$ cat config.mk
export PLATFORM = sky130hd
export DESIGN_NAME = i2c_rd_target
export DESIGN_NICKNAME = d
export VERILOG_FILES = /design/src/rtl/i2c_rd_pkg.sv /design/src/rtl/i2c_rd_cond.sv /design/src/rtl/i2c_rd_decode.sv /design/src/rtl/i2c_rd_engine.sv /design/src/rtl/i2c_rd_target.sv
export SDC_FILE = /design/constraint.sdc
export NUM_CORES = 1
export LEC_CHECK = 0
export CELL_PAD_IN_SITES_DETAIL_PLACEMENT = 2
export CELL_PAD_IN_SITES_GLOBAL_PLACEMENT = 2
export CORE_MARGIN = 2
export CORE_UTILIZATION = 39
export DETAILED_ROUTE_END_ITERATION = 8
export DONT_BUFFER_PORTS = 1
export PLACE_DENSITY = 0.88
export RECOVER_POWER = 50
export SLEW_MARGIN = 25
export SYNTH_ARGS = -nofsm -noshare
export SYNTH_HDL_FRONTEND = slang
export SYNTH_SLANG_ARGS = --single-unit
$ cat constraint.sdc
create_clock -name clk -period 2.5 [get_ports clk]
set_clock_uncertainty 0.15 [all_clocks]
set_input_delay 0 -clock clk [delete_from_list [all_inputs] [get_ports clk]]
set_output_delay 0 -clock clk [all_outputs]
set_load 0.05 [all_outputs]
$ cat src/rtl/i2c_rd_pkg.sv
package i2c_rd_pkg;
  localparam int BYTE_W = 8;
  localparam int REG_AW = 4;
  localparam int CNT_W  = 4;

  localparam logic [1:0] OPC_WRITE = 2'b00;
  localparam logic [1:0] OPC_READ  = 2'b11;

  typedef enum logic [2:0] {S_IDLE, S_RX, S_ACK, S_TX, S_MACK} eng_st_t;
  typedef enum logic [1:0] {PH_CTRL, PH_CMD, PH_WDATA} rx_ph_t;

  typedef struct packed {
    logic   accept;
    logic   to_tx;
    logic   load_ptr;
    rx_ph_t next_ph;
  } verdict_t;
endpackage

$ cat src/rtl/i2c_rd_cond.sv
module i2c_rd_cond #(
  parameter int STAGES = 2
) (
  input  logic clk,
  input  logic rst,
  input  logic scl_i,
  input  logic sda_i,
  output logic scl_s,
  output logic sda_s,
  output logic scl_rise,
  output logic scl_fall,
  output logic start_det,
  output logic stop_det
);
  localparam int LAST = STAGES - 1;

  logic [STAGES-1:0] scl_pipe;
  logic [STAGES-1:0] sda_pipe;
  logic              scl_d;
  logic              sda_d;

  for (genvar g = 0; g < STAGES; g++) begin : g_stage
    if (g == 0) begin : g_first
      always_ff @(posedge clk) begin
        if (rst) begin
          scl_pipe[g] <= 1'b1;
          sda_pipe[g] <= 1'b1;
        end else begin
          scl_pipe[g] <= scl_i;
          sda_pipe[g] <= sda_i;
        end
      end
    end else begin : g_next
      always_ff @(posedge clk) begin
        if (rst) begin
          scl_pipe[g] <= 1'b1;
          sda_pipe[g] <= 1'b1;
        end else begin
          scl_pipe[g] <= scl_pipe[g-1];
          sda_pipe[g] <= sda_pipe[g-1];
        end
      end
    end
  end

  always_ff @(posedge clk) begin
    if (rst) begin
      scl_d <= 1'b1;
      sda_d <= 1'b1;
    end else begin
      scl_d <= scl_pipe[LAST];
      sda_d <= sda_pipe[LAST];
    end
  end

  assign scl_s     = scl_pipe[LAST];
  assign sda_s     = sda_pipe[LAST];
  assign scl_rise  = scl_s & ~scl_d;
  assign scl_fall  = ~scl_s & scl_d;
  assign start_det = scl_s & scl_d & sda_d & ~sda_s;
  assign stop_det  = scl_s & scl_d & ~sda_d & sda_s;
endmodule

$ cat src/rtl/i2c_rd_decode.sv
module i2c_rd_decode
  import i2c_rd_pkg::*;
#(
  parameter logic [5:0]        DEV_HI   = 6'b010111,
  parameter logic [REG_AW-1:0] NV_FIRST = 4'd2
) (
  input  rx_ph_t              ph,
  input  logic [BYTE_W-1:0]   rx_byte,
  input  logic                addr_strap,
  input  logic                nv_busy,
  input  logic [REG_AW-1:0]   ptr,
  output verdict_t            verdict
);
  logic [REG_AW-1:0] cmd_addr;
  logic [1:0]        cmd_op;
  logic              nv_block_ptr;
  logic              nv_block_cmd;

  assign cmd_addr     = rx_byte[7:4];
  assign cmd_op       = rx_byte[3:2];
  assign nv_block_ptr = nv_busy && (ptr >= NV_FIRST);
  assign nv_block_cmd = nv_busy && (cmd_addr >= NV_FIRST);

  always_comb begin
    verdict         = '0;
    verdict.next_ph = PH_WDATA;
    case (ph)
      PH_CTRL: begin
        if (rx_byte[7:1] == {DEV_HI, addr_strap}) begin
          if (!rx_byte[0]) begin
            verdict.accept  = 1'b1;
            verdict.next_ph = PH_CMD;
          end else if (!nv_block_ptr) begin
            verdict.accept = 1'b1;
            verdict.to_tx  = 1'b1;
          end
        end
      end
      PH_CMD: begin
        if (cmd_op == OPC_WRITE || (cmd_op == OPC_READ && !nv_block_cmd)) begin
          verdict.accept   = 1'b1;
          verdict.load_ptr = 1'b1;
        end
      end
      default: verdict.accept = 1'b1;
    endcase
  end
endmodule

$ cat src/rtl/i2c_rd_engine.sv
module i2c_rd_engine
  import i2c_rd_pkg::*;
#(
  parameter int DATA_W = 9
) (
  input  logic              clk,
  input  logic              rst,
  input  logic              scl_s,
  input  logic              sda_s,
  input  logic              scl_rise,
  input  logic              scl_fall,
  input  logic              start_det,
  input  logic              stop_det,
  input  verdict_t          verdict,
  input  logic [DATA_W-1:0] rf_rdata,
  output logic              sda_oe,
  output rx_ph_t            ph,
  output logic [BYTE_W-1:0] rx_byte,
  output logic [REG_AW-1:0] ptr
);
  localparam logic [CNT_W-1:0] FULL = CNT_W'(BYTE_W);

  eng_st_t           st;
  logic [CNT_W-1:0]  cnt;
  logic [BYTE_W-1:0] txsh;
  logic [DATA_W-1:0] word;
  logic              second;
  logic              to_tx_q;
  logic              m_ack;

  function automatic logic [BYTE_W-1:0] hi_of(input logic [DATA_W-1:0] w);
    return BYTE_W'(w >> BYTE_W);
  endfunction

  always_ff @(posedge clk) begin
    if (rst) begin
      st      <= S_IDLE;
      ph      <= PH_CTRL;
      cnt     <= '0;
      rx_byte <= '0;
      txsh    <= '0;
      word    <= '0;
      second  <= 1'b0;
      to_tx_q <= 1'b0;
      m_ack   <= 1'b0;
      sda_oe  <= 1'b0;
      ptr     <= '0;
    end else if (start_det) begin
      st     <= S_RX;
      ph     <= PH_CTRL;
      cnt    <= '0;
      sda_oe <= 1'b0;
    end else if (stop_det) begin
      st     <= S_IDLE;
      sda_oe <= 1'b0;
    end else begin
      case (st)
        S_RX: begin
          if (scl_rise) begin
            rx_byte <= {rx_byte[BYTE_W-2:0], sda_s};
            cnt     <= cnt + 1'b1;
          end else if (scl_fall && cnt == FULL) begin
            if (verdict.accept) begin
              sda_oe  <= 1'b1;
              st      <= S_ACK;
              ph      <= verdict.next_ph;
              to_tx_q <= verdict.to_tx;
              if (verdict.load_ptr) ptr <= rx_byte[7:4];
            end else begin
              st <= S_IDLE;
            end
          end
        end
        S_ACK: begin
          if (scl_fall) begin
            cnt <= '0;
            if (to_tx_q) begin
              word   <= rf_rdata;
              txsh   <= hi_of(rf_rdata);
              sda_oe <= ~hi_of(rf_rdata)[BYTE_W-1];
              second <= 1'b0;
              st     <= S_TX;
            end else begin
              sda_oe <= 1'b0;
              st     <= S_RX;
            end
          end
        end
        S_TX: begin
          if (scl_rise) begin
            cnt <= cnt + 1'b1;
          end else if (scl_fall) begin
            if (cnt == FULL) begin
              sda_oe <= 1'b0;
              cnt    <= '0;
              st     <= S_MACK;
            end else begin
              sda_oe <= ~txsh[BYTE_W-2];
              txsh   <= txsh << 1;
            end
          end
        end
        S_MACK: begin
          if (scl_rise) begin
            m_ack <= ~sda_s;
          end else if (scl_fall) begin
            if (m_ack) begin
              st  <= S_TX;
              cnt <= '0;
              if (!second) begin
                txsh   <= word[BYTE_W-1:0];
                sda_oe <= ~word[BYTE_W-1];
                second <= 1'b1;
              end else begin
                word   <= rf_rdata;
                txsh   <= hi_of(rf_rdata);
                sda_oe <= ~hi_of(rf_rdata)[BYTE_W-1];
                second <= 1'b0;
              end
            end else begin
              st <= S_IDLE;
            end
          end
        end
        default: ;
      endcase
    end
  end

  // the data line drive only moves during the SCL low phase
  p_oe_scl_low_r11: assert property (@(posedge clk) disable iff (rst)
    (sda_oe != $past(sda_oe)) |-> !scl_s);

  // while ignoring the bus the target never pulls SDA
  p_idle_released_r4: assert property (@(posedge clk) disable iff (rst)
    (st == S_IDLE) |-> !sda_oe);

  // the pointer moves only after a command byte was judged
  p_ptr_on_cmd_r3: assert property (@(posedge clk) disable iff (rst)
    (ptr != $past(ptr)) |-> ($past(st) == S_RX && $past(ph) == PH_CMD));

  // throughout the acknowledge slot the line is held low
  p_ack_drive_r2: assert property (@(posedge clk) disable iff (rst)
    (st == S_ACK) |-> sda_oe);
endmodule

$ cat src/rtl/i2c_rd_target.sv
module i2c_rd_target
  import i2c_rd_pkg::*;
#(
  parameter logic [5:0]        DEV_HI      = 6'b010111,
  parameter logic [REG_AW-1:0] NV_FIRST    = 4'd2,
  parameter int                DATA_W      = 9,
  parameter int                SYNC_STAGES = 2
) (
  input  logic              clk,
  input  logic              rst,
  input  logic              scl_i,
  input  logic              sda_i,
  output logic              sda_oe,
  input  logic              addr_strap,
  input  logic              nv_busy,
  output logic [REG_AW-1:0] rf_raddr,
  input  logic [DATA_W-1:0] rf_rdata
);
  logic              scl_s, sda_s, scl_rise, scl_fall, start_det, stop_det;
  rx_ph_t            ph;
  logic [BYTE_W-1:0] rx_byte;
  logic [REG_AW-1:0] ptr;
  verdict_t          verdict;

  i2c_rd_cond #(.STAGES(SYNC_STAGES)) u_cond (
    .clk       (clk),
    .rst       (rst),
    .scl_i     (scl_i),
    .sda_i     (sda_i),
    .scl_s     (scl_s),
    .sda_s     (sda_s),
    .scl_rise  (scl_rise),
    .scl_fall  (scl_fall),
    .start_det (start_det),
    .stop_det  (stop_det)
  );

  i2c_rd_decode #(.DEV_HI(DEV_HI), .NV_FIRST(NV_FIRST)) u_dec (
    .ph         (ph),
    .rx_byte    (rx_byte),
    .addr_strap (addr_strap),
    .nv_busy    (nv_busy),
    .ptr        (ptr),
    .verdict    (verdict)
  );

  i2c_rd_engine #(.DATA_W(DATA_W)) u_eng (
    .clk       (clk),
    .rst       (rst),
    .scl_s     (scl_s),
    .sda_s     (sda_s),
    .scl_rise  (scl_rise),
    .scl_fall  (scl_fall),
    .start_det (start_det),
    .stop_det  (stop_det),
    .verdict   (verdict),
    .rf_rdata  (rf_rdata),
    .sda_oe    (sda_oe),
    .ph        (ph),
    .rx_byte   (rx_byte),
    .ptr       (ptr)
  );

  assign rf_raddr = ptr;
endmodule

# Word-level counts from Yosys, hierarchy flattened
# Index checks and enable logic that the tools add are counted.
[word_totals]
out_inout_bits = 5
ff_bits = 46
in_bits = 15
[op_classes]
addsub = 1
n_eq_ne = 32
magnitude_cmp = 2
reduce_logical = 26
n_bitwise = 16
muxes = 71
[op_table]
columns = ["cell", "n"]
rows = [
  ["2-to-1 mux 7 bit", 9],
  ["2-to-1 mux 8 bit", 6],
  ["AND reduction 9 bit", 4],
  ["2-to-1 mux 4 bit", 8],
  ["2-to-1 mux 1 bit", 25],
  ["2-to-1 mux 3 bit", 8],
  ["case mux 7 bit (3 select lines)", 1],
  ["inequality test 4 x 3 -> 1 bit (second input constant)", 5],
  ["2-to-1 mux 2 bit", 8],
  ["inequality test 2 x 1 -> 1 bit (second input constant)", 8],
  ["case mux 4 bit (4 select lines)", 1],
  ["case mux 8 bit (2 select lines)", 1],
  ["inequality test 2 bit (second input constant)", 6],
  ["inequality test 4 bit (second input constant)", 3],
  ["case mux 3 bit (4 select lines)", 1],
  ["AND reduction 11 bit", 1],
  ["AND reduction 10 bit", 1],
  ["NOT 1 bit", 9],
  ["greater-or-equal comparator 4 x 2 -> 1 bit (second input constant)", 2],
  ["AND reduction 4 bit", 2],
  ["AND reduction 8 bit", 1],
  ["AND 1 bit", 7],
  ["== test 7 x 6 -> 1 bit", 1],
  ["AND reduction 7 bit", 1],
  ["22 further kinds", 29],
]

# Longest topological paths before layout
# Gate-level depths: netlist of run 1.
[depth]
word_depth = 13
depth_mapped = 9
depth_no_buf = 7

# Hierarchy
# Synthesis of run 1 repeated with hierarchy kept, for this count alone.
[hier_totals]
hier_cells = 268
hier_area_um2 = 2493.6
[by_module_without_submodules]
columns = ["mod", "cells_each", "seq_area_each_um2", "instances", "area_each_um2"]
rows = [
  ["i2c_rd_engine", 234, 800.8, 1, 2163.3],
  ["i2c_rd_cond", 16, 120.1, 1, 190.2],
  ["i2c_rd_decode", 18, 0.0, 1, 140.1],
]

# Worst setup path before layout of run 1
# No wires, ideal clock.
[synth_path]
path_kind = "flip-flop to flip-flop"
startpoint = "reg u_cond.scl_pipe[1], in the netlist u_cond.scl_s"
endpoint = "reg u_eng.ptr[1]"
t_arrival_ns = 1.699
path_buffers = 2
path_stages_with_launch = 10
setup_ns = 0.128
period_less_slack_ns = 1.977
slack_ns = 0.523
t_required_ns = 2.222
path_cell_list = "dfxtp_1 -> inv_1 -> ha_1 -> clkbuf_1 -> and2b_2 -> nand2_1 -> or4_4 -> buf_6 -> mux2i_1 -> nor2_1"
[synth_between]
elab_chain_len = 5
word_cells_on_any_way = 13
[synth_lines]
columns = ["element", "line", "source"]
rows = [
  ["from (decl)", "i2c_rd_cond.sv:17", "logic [STAGES-1:0] scl_pipe;"],
  ["from (signal, indexed assignment)", "i2c_rd_cond.sv:39", "scl_pipe[g] <= scl_pipe[g-1];"],
  ["AND 1 bit", "i2c_rd_cond.sv:60, i2c_rd_cond.sv:61", ""],
  ["AND 1 bit, on equally long branches (2 in series)", "i2c_rd_cond.sv:61, i2c_rd_cond.sv:60", ""],
  ["NOT 1 bit (no line)", "-", ""],
  ["AND reduction 7 bit (no line) (*)", "-", ""],
  ["to (signal assigned)", "i2c_rd_engine.sv:68", "if (verdict.load_ptr) ptr <= rx_byte[7:4];"],
  ["to (decl)", "i2c_rd_engine.sv:19", "output logic [REG_AW-1:0] ptr"],
]
# Every way passes the cells marked *; elsewhere a longest branch is shown, timed or not.
# A chain may end at the register's enable or synchronous reset.

# Worst setup path after layout of run 1
[layout_path]
startpoint = "reg u_eng.rx_byte[4]"
endpoint = "reg u_eng.to_tx_q"
[layout_between]
elab_chain_len = 8
word_cells_on_any_way = 11
[layout_lines]
columns = ["element", "line", "source"]
rows = [
  ["from (decl)", "i2c_rd_engine.sv:18", "output logic [BYTE_W-1:0] rx_byte,"],
  ["from (signal assigned)", "i2c_rd_engine.sv:60", "rx_byte <= {rx_byte[BYTE_W-2:0], sda_s};"],
  ["greater-or-equal comparator 4 x 2 -> 1 bit", "i2c_rd_decode.sv:22", "assign nv_block_cmd = nv_busy && (cmd_addr >= NV_FIRST);"],
  ["logical AND 1 bit", "i2c_rd_decode.sv:22", ""],
  ["logical NOT 1 bit", "i2c_rd_decode.sv:40", "if (cmd_op == OPC_WRITE || (cmd_op == OPC_READ && !nv_block_cmd)) begin"],
  ["logical AND 1 bit", "i2c_rd_decode.sv:40", ""],
  ["logical OR 1 bit", "i2c_rd_decode.sv:40", ""],
  ["2-to-1 mux 1 bit", "i2c_rd_decode.sv:40", ""],
  ["case mux 1 bit (2 select lines)", "i2c_rd_decode.sv:27", "case (ph)"],
  ["AND reduction 6 bit (no line)", "-", ""],
  ["to (signal assigned)", "i2c_rd_engine.sv:67", "to_tx_q <= verdict.to_tx;"],
  ["to (decl)", "i2c_rd_engine.sv:28", "logic to_tx_q;"],
]
# Several ways; a longest one is shown, not always the timed one.

==> results of run 1 <==
-- synthesized netlist by cell type, types with 2 or more instances --
master and number:
sky130_fd_sc_hd__o21ai_0 8, sky130_fd_sc_hd__buf_2 7, sky130_fd_sc_hd__nor3_1 7, sky130_fd_sc_hd__and2b_2 2, sky130_fd_sc_hd__nor3b_1 4, sky130_fd_sc_hd__nand2b_1 8
sky130_fd_sc_hd__o2bb2ai_1 3, sky130_fd_sc_hd__o31ai_1 2, sky130_fd_sc_hd__nand4b_1 2, sky130_fd_sc_hd__buf_6 2, sky130_fd_sc_hd__clkbuf_1 6, sky130_fd_sc_hd__and3b_1 2
sky130_fd_sc_hd__buf_4 2, sky130_fd_sc_hd__nor2_1 26, sky130_fd_sc_hd__and3b_2 2, sky130_fd_sc_hd__a31oi_1 4, sky130_fd_sc_hd__nand3_1 3, sky130_fd_sc_hd__nor2b_1 2
sky130_fd_sc_hd__ha_1 5, sky130_fd_sc_hd__dfxtp_1 46, sky130_fd_sc_hd__nand3b_1 2, sky130_fd_sc_hd__a21oi_1 15, sky130_fd_sc_hd__mux2i_1 23, sky130_fd_sc_hd__a311oi_1 8
sky130_fd_sc_hd__o21a_1 4, sky130_fd_sc_hd__or2_2 6, sky130_fd_sc_hd__inv_1 8, sky130_fd_sc_hd__a211oi_1 5, sky130_fd_sc_hd__nor4_1 2, sky130_fd_sc_hd__nand2_1 13
sky130_fd_sc_hd__a22oi_1 7
-- worst min-delay path: cells and delay by family --
family	cells	cell delay, ps
simple gates	3	290
mux	1	140
xor+xnor	1	70
-- path summary, 6_finish.rpt --
check	from	end
worst max register to register	u_eng.rx_byte[4]	u_eng.to_tx_q
worst max-delay path	u_eng.rx_byte[4]	u_eng.to_tx_q
worst min-delay path	addr_strap	u_eng.ph[0]
worst min register to register	u_cond.scl_pipe[0]	u_cond.scl_s
-- flip-flops by register name, summed over array words and instances (netlist names), 2 cells and up --
register,cells
u_eng.txsh,7
u_eng.ph,2
u_eng.rx_byte,8
u_eng.cnt,4
u_eng.ptr,4
u_eng.word,8
u_eng.st,3
-- what timing repair did --
action                                 4_1_cts  5_1_grt
hold buffers                                14        0
buffers inserted                             0        0
endpoints found under the hold margin       46        0
resized for setup                            0        1
setup endpoints to repair                    0        1
-- report_power, final --
part	internal, mW	total [mW]	switching (mW)
sequential	0.739	0.746	0.00769
clock	0.427	0.696	0.269
combinational	0.0410	0.100	0.0592
total	1.21	1.54	0.336
-- area by class of cell --
cell class,instances,area share [%]
Timing Repair Buffer,22,7.22
Sequential cell,46,33.9
Multi-Input combinational cell,189,49.1
Clock inverter,2,2.21
Tap cell,75,3.45
Clock buffer,6,3.04
Inverter,8,1.10
-- kinds of logic after synthesis --
family,share of synthesized area (%)
AO/OA/AOI/OAI,19.8
XOR/XNOR,0.735
adder cells (fa/ha/maj),2.62
buffers and inverters,5.41
flip-flops,38.6
multiplexers,10.1
AND/OR/NAND/NOR,22.7
-- metal layers --
metal  vias up  part of all wire [%]
li1        969                     -
met1      1102                    42
met2        55                    52
met3        24                   3.3
met4         0                   2.7
met5         -                     0
-- stage by stage --
step / setup slack, ps / util [%] / cell area (sq um) / hold slack [ps] / instances
3_5_place_dp: 245 / 41.3 / 2440 / -67.3 / 326
3_3_place_gp: 436 / 41.3 / 2440 / -69.1 / 326
5_1_grt: 29.8 / 45.9 / 2720 / 130 / 348
6_report: 111 / 45.9 / 2720 / 97.1 / 348
4_1_cts: 168 / 46.2 / 2740 / 28.6 / 348
2_1_floorplan: 523 / - / 2380 / -46.2 / 261
==> tab_implementation.tex, run 1 <==
\begin{tabular}{lr}
\hline
Metric & Value \\
\hline
\multicolumn{2}{l}{\textbf{Global routing}} \\
\quad Global-route wire length before repair & 14000 um \\
\quad Vias in the first global route & between 2k and 2.5k \\
\quad Number of antenna violations at the first check in global routing & 0 \\
\quad Routing usage on met3 & roughly 4.8\% \\
\quad GR Util All Layers & 28.2\% \\
\quad GR Layer Usage met1 & between 30\% and 40\% \\
\quad Maximum number of pins on one net before global-route repair & 44 \\
\quad Aggregate global routing overflow & 0 \\
\quad Met2 track demand over resource in global routing & 51.6\% \\
\quad Busiest layer in global routing & met2 \\
\multicolumn{2}{l}{\textbf{Worst setup path}} \\
\quad Critical Path, Cell by Cell & nor4bb\_1 -> o2111ai\_1 -> a31oi\_1 -> a21oi\_1 -> a21o\_1 \\
\quad Crit-path slowest cell & sky130\_fd\_sc\_hd\_\_nor4bb\_1 \\
\quad Worst Path Required & between 2000 and 3000 ps \\
\quad R2R depth & 5 \\
\quad Type of the worst setup path & flop to flop \\
\quad Cell family contributing the most delay on the critical path & compound AO/OA/AOI/OAI gates \\
\quad Buffers \& Inverters on Critical Path & 0 \\
\quad Kind of capture point of the worst setup path & flop \\
\quad Number of stages on the worst setup path & 5 \\
\quad Crit Path Max Fanout & 4 \\
\quad Slowest stage delay, CP & roughly 580 ps \\
\quad R2R Setup Slk & approximately 110 ps \\
\quad Critical Path Source Type & flop \\
\quad Arrival time of data at the critical path endpoint & between 2000 and 2500 ps \\
\multicolumn{2}{l}{\textbf{Routing}} \\
\quad Number of remaining DRC errors & 0 \\
\quad Via density per instance & just over 6 \\
\quad Routed via count & about 2.2k \\
\quad Antenna-violating nets left & 0 \\
\quad Aggregate routed wire length & between 8000 and 9000 um \\
\quad DR WL/cell & roughly 25 um \\
\quad Iteration count of the initial detailed-routing pass & 4 \\
\quad First-iteration detailed-routing DRC count & 101 \\
\multicolumn{2}{l}{\textbf{Synthesis}} \\
\quad Largest cells by area after synthesis & sky130\_fd\_sc\_hd\_\_dfxtp\_1 39\%, sky130\_fd\_sc\_hd\_\_mux2i\_1 9.7\%, sky130\_fd\_sc\_hd\_\_nor2\_1 4.1\% \\
\quad Yosys warnings & 0 \\
\quad Fraction of registers with async set/reset & 0\% \\
\quad Number of unique standard cell types used by synthesis & 56 \\
\quad Post-synthesis cell count & about 260 \\
\quad Number of synthesized flops with an enable pin & 0 \\
\quad Main synth FF type & sky130\_fd\_sc\_hd\_\_dfxtp\_1 \\
\quad Netlist area before placement & about 2400 sq um \\
\quad Sequential cell area fraction in the yosys report & about 39\% \\
\quad Top cell type's share of synthesized area & between 30 and 40\% \\
\quad Per-instance average area after synthesis & about 9.1 sq um \\
\quad Number of synthesized register bits & 46 \\
\quad Synthesized net count & between 200 and 300 \\
\quad Largest area contributor in the synthesized netlist & sky130\_fd\_sc\_hd\_\_dfxtp\_1 \\
\multicolumn{2}{l}{\textbf{Placed design}} \\
\quad \# port buffers & 0 \\
\quad Final GP Congestion & about 0.85 \\
\quad HPWL after DPL & around 5000 um \\
\multicolumn{2}{l}{\textbf{Clock tree}} \\
\quad Root buffer cell & sky130\_fd\_sc\_hd\_\_clkbuf\_8 \\
\quad Number of buffers created by CTS & 5 \\
\quad Worst-path clk slew & around 100 ps \\
\quad Clock insertion delay at the later pin of the skew report & between 300 and 400 ps \\
\quad Max clock buf depth & 2 \\
\quad CTS tree & built \\
\quad Htree depth & 2 \\
\quad CTS sink cnt & 46 \\
\multicolumn{2}{l}{\textbf{Cells and area}} \\
\quad Filler cell count & just over 600 \\
\quad Final-stage net count & approximately 300 \\
\quad Area of combinational cells with multiple inputs & 1340 sq um \\
\quad Most used cells in the layout excluding fill and tap cells & 46 x sky130\_fd\_sc\_hd\_\_dfxtp\_1, 26 x sky130\_fd\_sc\_hd\_\_nor2\_1, 23 x sky130\_fd\_sc\_hd\_\_mux2i\_1, 15 x sky130\_fd\_sc\_hd\_\_a21oi\_1 \\
\quad Synthesis-to-finish area growth & 14.1\% \\
\quad FF/Latch Area & a little over 900 sq um \\
\quad Most common cell after layout, fill and taps aside & sky130\_fd\_sc\_hd\_\_dfxtp\_1 \\
\quad Layout cells sized above 1 & between 10\% and 20\% \\
\quad Antenna diode instance count & 0 \\
\multicolumn{2}{l}{\textbf{Power and ir drop}} \\
\quad Overall power of the completed layout & between 1.5 and 2 mW \\
\quad LEAKAGE & 0.958 nW \\
\quad Largest voltage drop on the vdd net & roughly 0.36 mV \\
\quad Total power per unit cell area & between 500 and 600 nW/um\^{}2 \\
\multicolumn{2}{l}{\textbf{Die}} \\
\quad Core area & about 5900 sq um \\
\quad Overall die area & between 6000 and 7000 sq um \\
\quad Die W & around 82 um \\
\quad I/O pin count & 20 \\
\quad Site Rows & 28 \\
\quad Die Height & $\sim$82 um \\
\quad Effective utilization at floorplan & 40.3\% \\
\multicolumn{2}{l}{\textbf{Timing}} \\
\quad Number of hold violations in the final report & 0 \\
\quad Fmax & 0.419 GHz \\
\quad Number of pins exceeding their max-slew limit in the final report & 0 \\
\quad Slew at the pin closest to its max-slew limit & roughly 670 ps \\
\quad Final worst-path cycle share & 95.6\% \\
\quad Worst rel slew slack & roughly 55\% \\
\quad Unrepaired setup endpoints after global routing & no \\
\quad Final min period & approximately 2400 ps \\
\quad Total negative setup slack & 0 ps \\
\quad Setup violation total in the final timing report & 0 \\
\multicolumn{2}{l}{\textbf{Outcome}} \\
\quad Status & complete, no violations \\
\multicolumn{2}{l}{\textbf{Job}} \\
\quad Max-capacitance violation count & 0 \\
\multicolumn{2}{l}{\textbf{Min path}} \\
\quad Instance count along the most critical hold path & 5 \\
\quad Min-delay worst type & primary input to flop \\
\hline
\end{tabular}
(Power assumes the default switching activity.)
==> inputs of run 2 (changes only) <==
CORE_UTILIZATION = 40   (was 39)
PLACE_DENSITY = 0.89   (was 0.88)
SYNTH_HIERARCHICAL = 1   (was unset)
==> run 2 against run 1 <==
  * Flip-flop and latch count unchanged
  * Critical path depth rose by 2
  * Critical endpoint is now u_eng/ptr[0]
  * Fmax shrank 2.2%
  * Routed wire length grew 2.5%
  * Critical path type unchanged
  * Global-route usage down 1.5 points
  * Highest routed layer unchanged
==> tab_implementation.tex, run 2 <==
\begin{tabular}{lr}
\hline
Metric & Value \\
\hline
\multicolumn{2}{l}{\textbf{Outcome}} \\
\quad Status & complete, no violations \\
\multicolumn{2}{l}{\textbf{Global routing}} \\
\quad Vias in the first global route & 2530 (+5.2\%) \\
\quad Maximum number of pins on one net before global-route repair & 58 (+32\%) \\
\quad GR Util All Layers & 26.7\% (-1.5 points) \\
\quad Aggregate global routing overflow & 0 (unchanged) \\
\quad Number of antenna violations at the first check in global routing & 0 (unchanged) \\
\quad Global-route wire length before repair & 14400 um (+3.3\%) \\
\multicolumn{2}{l}{\textbf{Cells and area}} \\
\quad Most used cells in the layout excluding fill and tap cells & 45 x sky130\_fd\_sc\_hd\_\_dfxtp\_1, 29 x sky130\_fd\_sc\_hd\_\_nor2\_1, 25 x sky130\_fd\_sc\_hd\_\_mux2i\_1, 19 x sky130\_fd\_sc\_hd\_\_nand2b\_1, 14 x sky130\_fd\_sc\_hd\_\_dlygate4sd3\_1 \\
\quad Layout cells sized above 1 & 9.66\% (-3.5 points) \\
\quad Synthesis-to-finish area growth & 15.1\% \\
\quad Most common cell after layout, fill and taps aside & sky130\_fd\_sc\_hd\_\_dfxtp\_1 \\
\quad Final-stage net count & 307 (+5.1\%) \\
\quad Antenna diode instance count & 0 (unchanged) \\
\quad Largest registers & u\_eng/rx\_byte x8, u\_eng/word x8, u\_eng/txsh x7 \\
\quad Post-route non-filler standard cell count & 365 (+4.9\%) \\
\multicolumn{2}{l}{\textbf{Worst setup path}} \\
\quad Crit-path slowest cell & sky130\_fd\_sc\_hd\_\_dfxtp\_1 \\
\quad Worst Path Required & 2500 ps (-40 ps) \\
\quad Type of the worst setup path & flop to flop \\
\quad Arrival time of data at the critical path endpoint & 2440 ps (about the same) \\
\quad Critical Path, Cell by Cell & and4bb\_4 -> a221oi\_2 -> nor3\_1 -> nor4b\_1 -> nand4\_1 -> mux2i\_1 -> nor2\_1 \\
\quad Cell family contributing the most delay on the critical path & simple AND/OR/NAND/NOR gates \\
\quad Launching point of the worst reg2reg path & u\_eng/rx\_byte[3] \\
\quad Slowest stage delay, CP & 450 ps (-130 ps) \\
\quad Capture point of the worst reg-to-reg path & u\_eng/ptr[0] \\
\quad R2R depth & 7 (+2) \\
\quad Crit path from & u\_eng/rx\_byte[3] \\
\quad Crit Path Max Fanout & 5 (+1) \\
\quad Critical Path Source Type & flop \\
\quad R2R Setup Slk & 60 ps (-50 ps) \\
\quad Kind of capture point of the worst setup path & flop \\
\quad Buffers \& Inverters on Critical Path & 0 (unchanged) \\
\multicolumn{2}{l}{\textbf{Placed design}} \\
\quad HPWL after DPL & 4840 um (-2.3\%) \\
\quad \# port buffers & 0 (unchanged) \\
\quad Final GP Congestion & 0.836 (-1.6\%) \\
\quad Placed cell count & 341 (+4.6\%) \\
\multicolumn{2}{l}{\textbf{Clock tree}} \\
\quad CTS tree & built \\
\quad Root buffer cell & sky130\_fd\_sc\_hd\_\_clkbuf\_8 \\
\quad Htree depth & 2 (unchanged) \\
\quad Worst-path clk slew & 80 ps (-20 ps) \\
\quad Clock insertion delay at the later pin of the skew report & 310 ps (about the same) \\
\quad Max clock buf depth & 2 (unchanged) \\
\quad CTS sink cnt & 46 (unchanged) \\
\quad Number of buffers created by CTS & 5 (unchanged) \\
\multicolumn{2}{l}{\textbf{Routing}} \\
\quad DR WL/cell & 24.5 um (-2.2\%) \\
\quad First-iteration detailed-routing DRC count & 113 (+12\%) \\
\quad Aggregate routed wire length & 8940 um (+2.5\%) \\
\quad Routed via count & 2166 (+0.74\%) \\
\quad Via density per instance & 5.93 (-3.9\%) \\
\quad Number of remaining DRC errors & 0 (unchanged) \\
\quad Iteration count of the initial detailed-routing pass & 4 (unchanged) \\
\quad Antenna-violating nets left & 0 (unchanged) \\
\multicolumn{2}{l}{\textbf{Synthesis}} \\
\quad Largest cells by area after synthesis & sky130\_fd\_sc\_hd\_\_dfxtp\_1 37\%, sky130\_fd\_sc\_hd\_\_mux2i\_1 10\%, sky130\_fd\_sc\_hd\_\_nand2b\_1 4.8\% \\
\quad Post-synthesis cell count & 268 (+2.7\%) \\
\quad Number of unique standard cell types used by synthesis & 62 (+11\%) \\
\quad Netlist area before placement & 2490 sq um (+4.6\%) \\
\quad Share of synthesized cell area in and, or, nand and nor gates & 28.4\% (+5.7 points) \\
\quad Per-instance average area after synthesis & 9.30 sq um (+1.9\%) \\
\quad Top cell type's share of synthesized area & 36.9\% (-1.7 points) \\
\quad Adder-Cell Fraction of Synth Area & 1.00\% (-1.6 points) \\
\quad Largest area contributor in the synthesized netlist & sky130\_fd\_sc\_hd\_\_dfxtp\_1 \\
\quad Multiplexer area fraction after synthesis & 13.2\% (+3.1 points) \\
\quad Synth top cells by count & 46 x sky130\_fd\_sc\_hd\_\_dfxtp\_1, 29 x sky130\_fd\_sc\_hd\_\_nor2\_1, 25 x sky130\_fd\_sc\_hd\_\_mux2i\_1 \\
\quad Number of synthesized flops with an enable pin & 0 (unchanged) \\
\quad Sequential cell area fraction in the yosys report & 36.9\% (-1.7 points) \\
\quad Area fraction in compound gates after synthesis & 15.5\% (-4.3 points) \\
\quad Main synth FF type & sky130\_fd\_sc\_hd\_\_dfxtp\_1 \\
\quad Fraction of registers with async set/reset & 0\% (unchanged) \\
\quad Main combinational cell family by area after synthesis & simple AND/OR/NAND/NOR gates \\
\quad Synthesized net count & 285 (+1.4\%) \\
\quad Count leader, synth & sky130\_fd\_sc\_hd\_\_dfxtp\_1 \\
\quad Xor/xnor share of the synthesized area & 1.00\% (+0.27 points) \\
\quad Yosys warnings & 6 (+6) \\
\quad Number of synthesized register bits & 46 (unchanged) \\
\multicolumn{2}{l}{\textbf{Timing}} \\
\quad Worst rel slew slack & 32.9\% (-22 points) \\
\quad Unrepaired setup endpoints after global routing & no \\
\quad Setup violation total in the final timing report & 0 (unchanged) \\
\quad Number of hold violations in the final report & 0 (unchanged) \\
\quad Slew at the pin closest to its max-slew limit & 1010 ps (+333 ps) \\
\quad Total negative setup slack & 0 ps (unchanged) \\
\quad Final min period & 2440 ps (+52.8 ps) \\
\quad Number of pins exceeding their max-slew limit in the final report & 0 (unchanged) \\
\quad Fmax & 0.409 GHz (-2.2\%) \\
\quad Final worst-path cycle share & 97.7\% (+2.1 points) \\
\multicolumn{2}{l}{\textbf{Min path}} \\
\quad Startpoint of the tightest hold check path & sda\_i \\
\quad Worst-case hold path end point & u\_cond/sda\_pipe[0] \\
\quad Min-delay worst type & primary input to flop \\
\quad Instance count along the most critical hold path & 2 (-3) \\
\multicolumn{2}{l}{\textbf{Power and ir drop}} \\
\quad Total power per unit cell area & 490 nW/um\^{}2 (-14\%) \\
\quad Largest voltage drop on the vdd net & 0.351 mV (-2.4\%) \\
\quad LEAKAGE & 1.16 nW (+21\%) \\
\multicolumn{2}{l}{\textbf{Die}} \\
\quad Die Height & 83.0 um (+0.95\%) \\
\quad Die W & 83.0 um (+0.95\%) \\
\quad Core area & 5960 sq um (+0.59\%) \\
\quad Effective utilization at floorplan & 41.9\% (+1.6 points) \\
\quad Overall die area & 6880 sq um (+1.9\%) \\
\quad I/O pin count & 20 (unchanged) \\
\quad Site Rows & 28 (unchanged) \\
\multicolumn{2}{l}{\textbf{Job}} \\
\quad Max-capacitance violation count & 0 (unchanged) \\
\hline
\end{tabular}
## run 2: stage by stage
| step | worst slack, ps | instance area, sq um | total power, mW | util (%) | hold slack (ps) |
|---|---|---|---|---|---|
| floorplan | 510 | 2490 | 0.800 | - | -52.9 |
| global placement | 387 | 2610 | 0.800 | 43.8 | -73.4 |
| detailed placement | 213 | 2610 | 0.803 | 43.8 | -71.5 |
| CTS | 140 | 2880 | 1.42 | 48.4 | 168 |
| global route | 42.2 | 2870 | 1.46 | 48.2 | 186 |
| finish | 57.8 | 2870 | 1.41 | 48.2 | 174 |
## run 2: worst reg2reg max path, delay by kind of cell, from the launching register on
kind	cells	cell delay, ps
compound gates	1	90
flops	1	450
simple gates	5	1320
mux	1	280
## run 2: kinds of logic after synthesis
| logic type | count (synthesis) |
|---|---|
| flip-flops | 46 |
| adder cells (fa/ha/maj) | 2 |
| AO/OA/AOI/OAI | 52 |
| multiplexers | 32 |
| XOR/XNOR | 2 |
| buffers and inverters | 23 |
| AND/OR/NAND/NOR | 111 |
## run 2: repair_timing
action,CTS,global route
setup buffers,0,2
hold buffers,15,0
setup endpoints to repair,0,2
endpoints found under the hold margin,46,0
resized for setup,0,1
## run 2: per-layer routing
metal | vias up | GRT usage (%) | wire length (um)
met5 | - | 0 | 0
met4 | 0 | 10.6 | 228
met3 | 15 | 4.77 | 328
met2 | 56 | 48.8 | 4730
met1 | 1085 | 30.6 | 3660
li1 | 1010 | - | -
## run 2: worst max path at each step
stage                       end  cells after the start
6_report           u_eng/ptr[0]                      7
5_1_grt           u_eng/txsh[0]                      5
4_1_cts            u_eng/ptr[1]                      7
3_5_place_dp       u_eng/ptr[2]                      7
3_3_place_gp   u_eng/rx_byte[2]                      4
2_1_floorplan     u_eng/to_tx_q                      6
## run 2: cell type report
type,instances,area [sq um]
fill,652,3090
multi-input combinational,199,1470
sequential,46,922
timing repair buffer,28,229
tap,75,93.8
clock buffer,6,82.6
inverter,10,37.5
clock inverter,1,30.0
## run 2: power by group
part / internal, mW / leakage [nW] / switching (mW)
combinational: 0.0333 / 0.732 / 0.0448
clock: 0.320 / 0.0573 / 0.263
sequential: 0.737 / 0.372 / 0.00761
total: 1.09 / 1.16 / 0.315
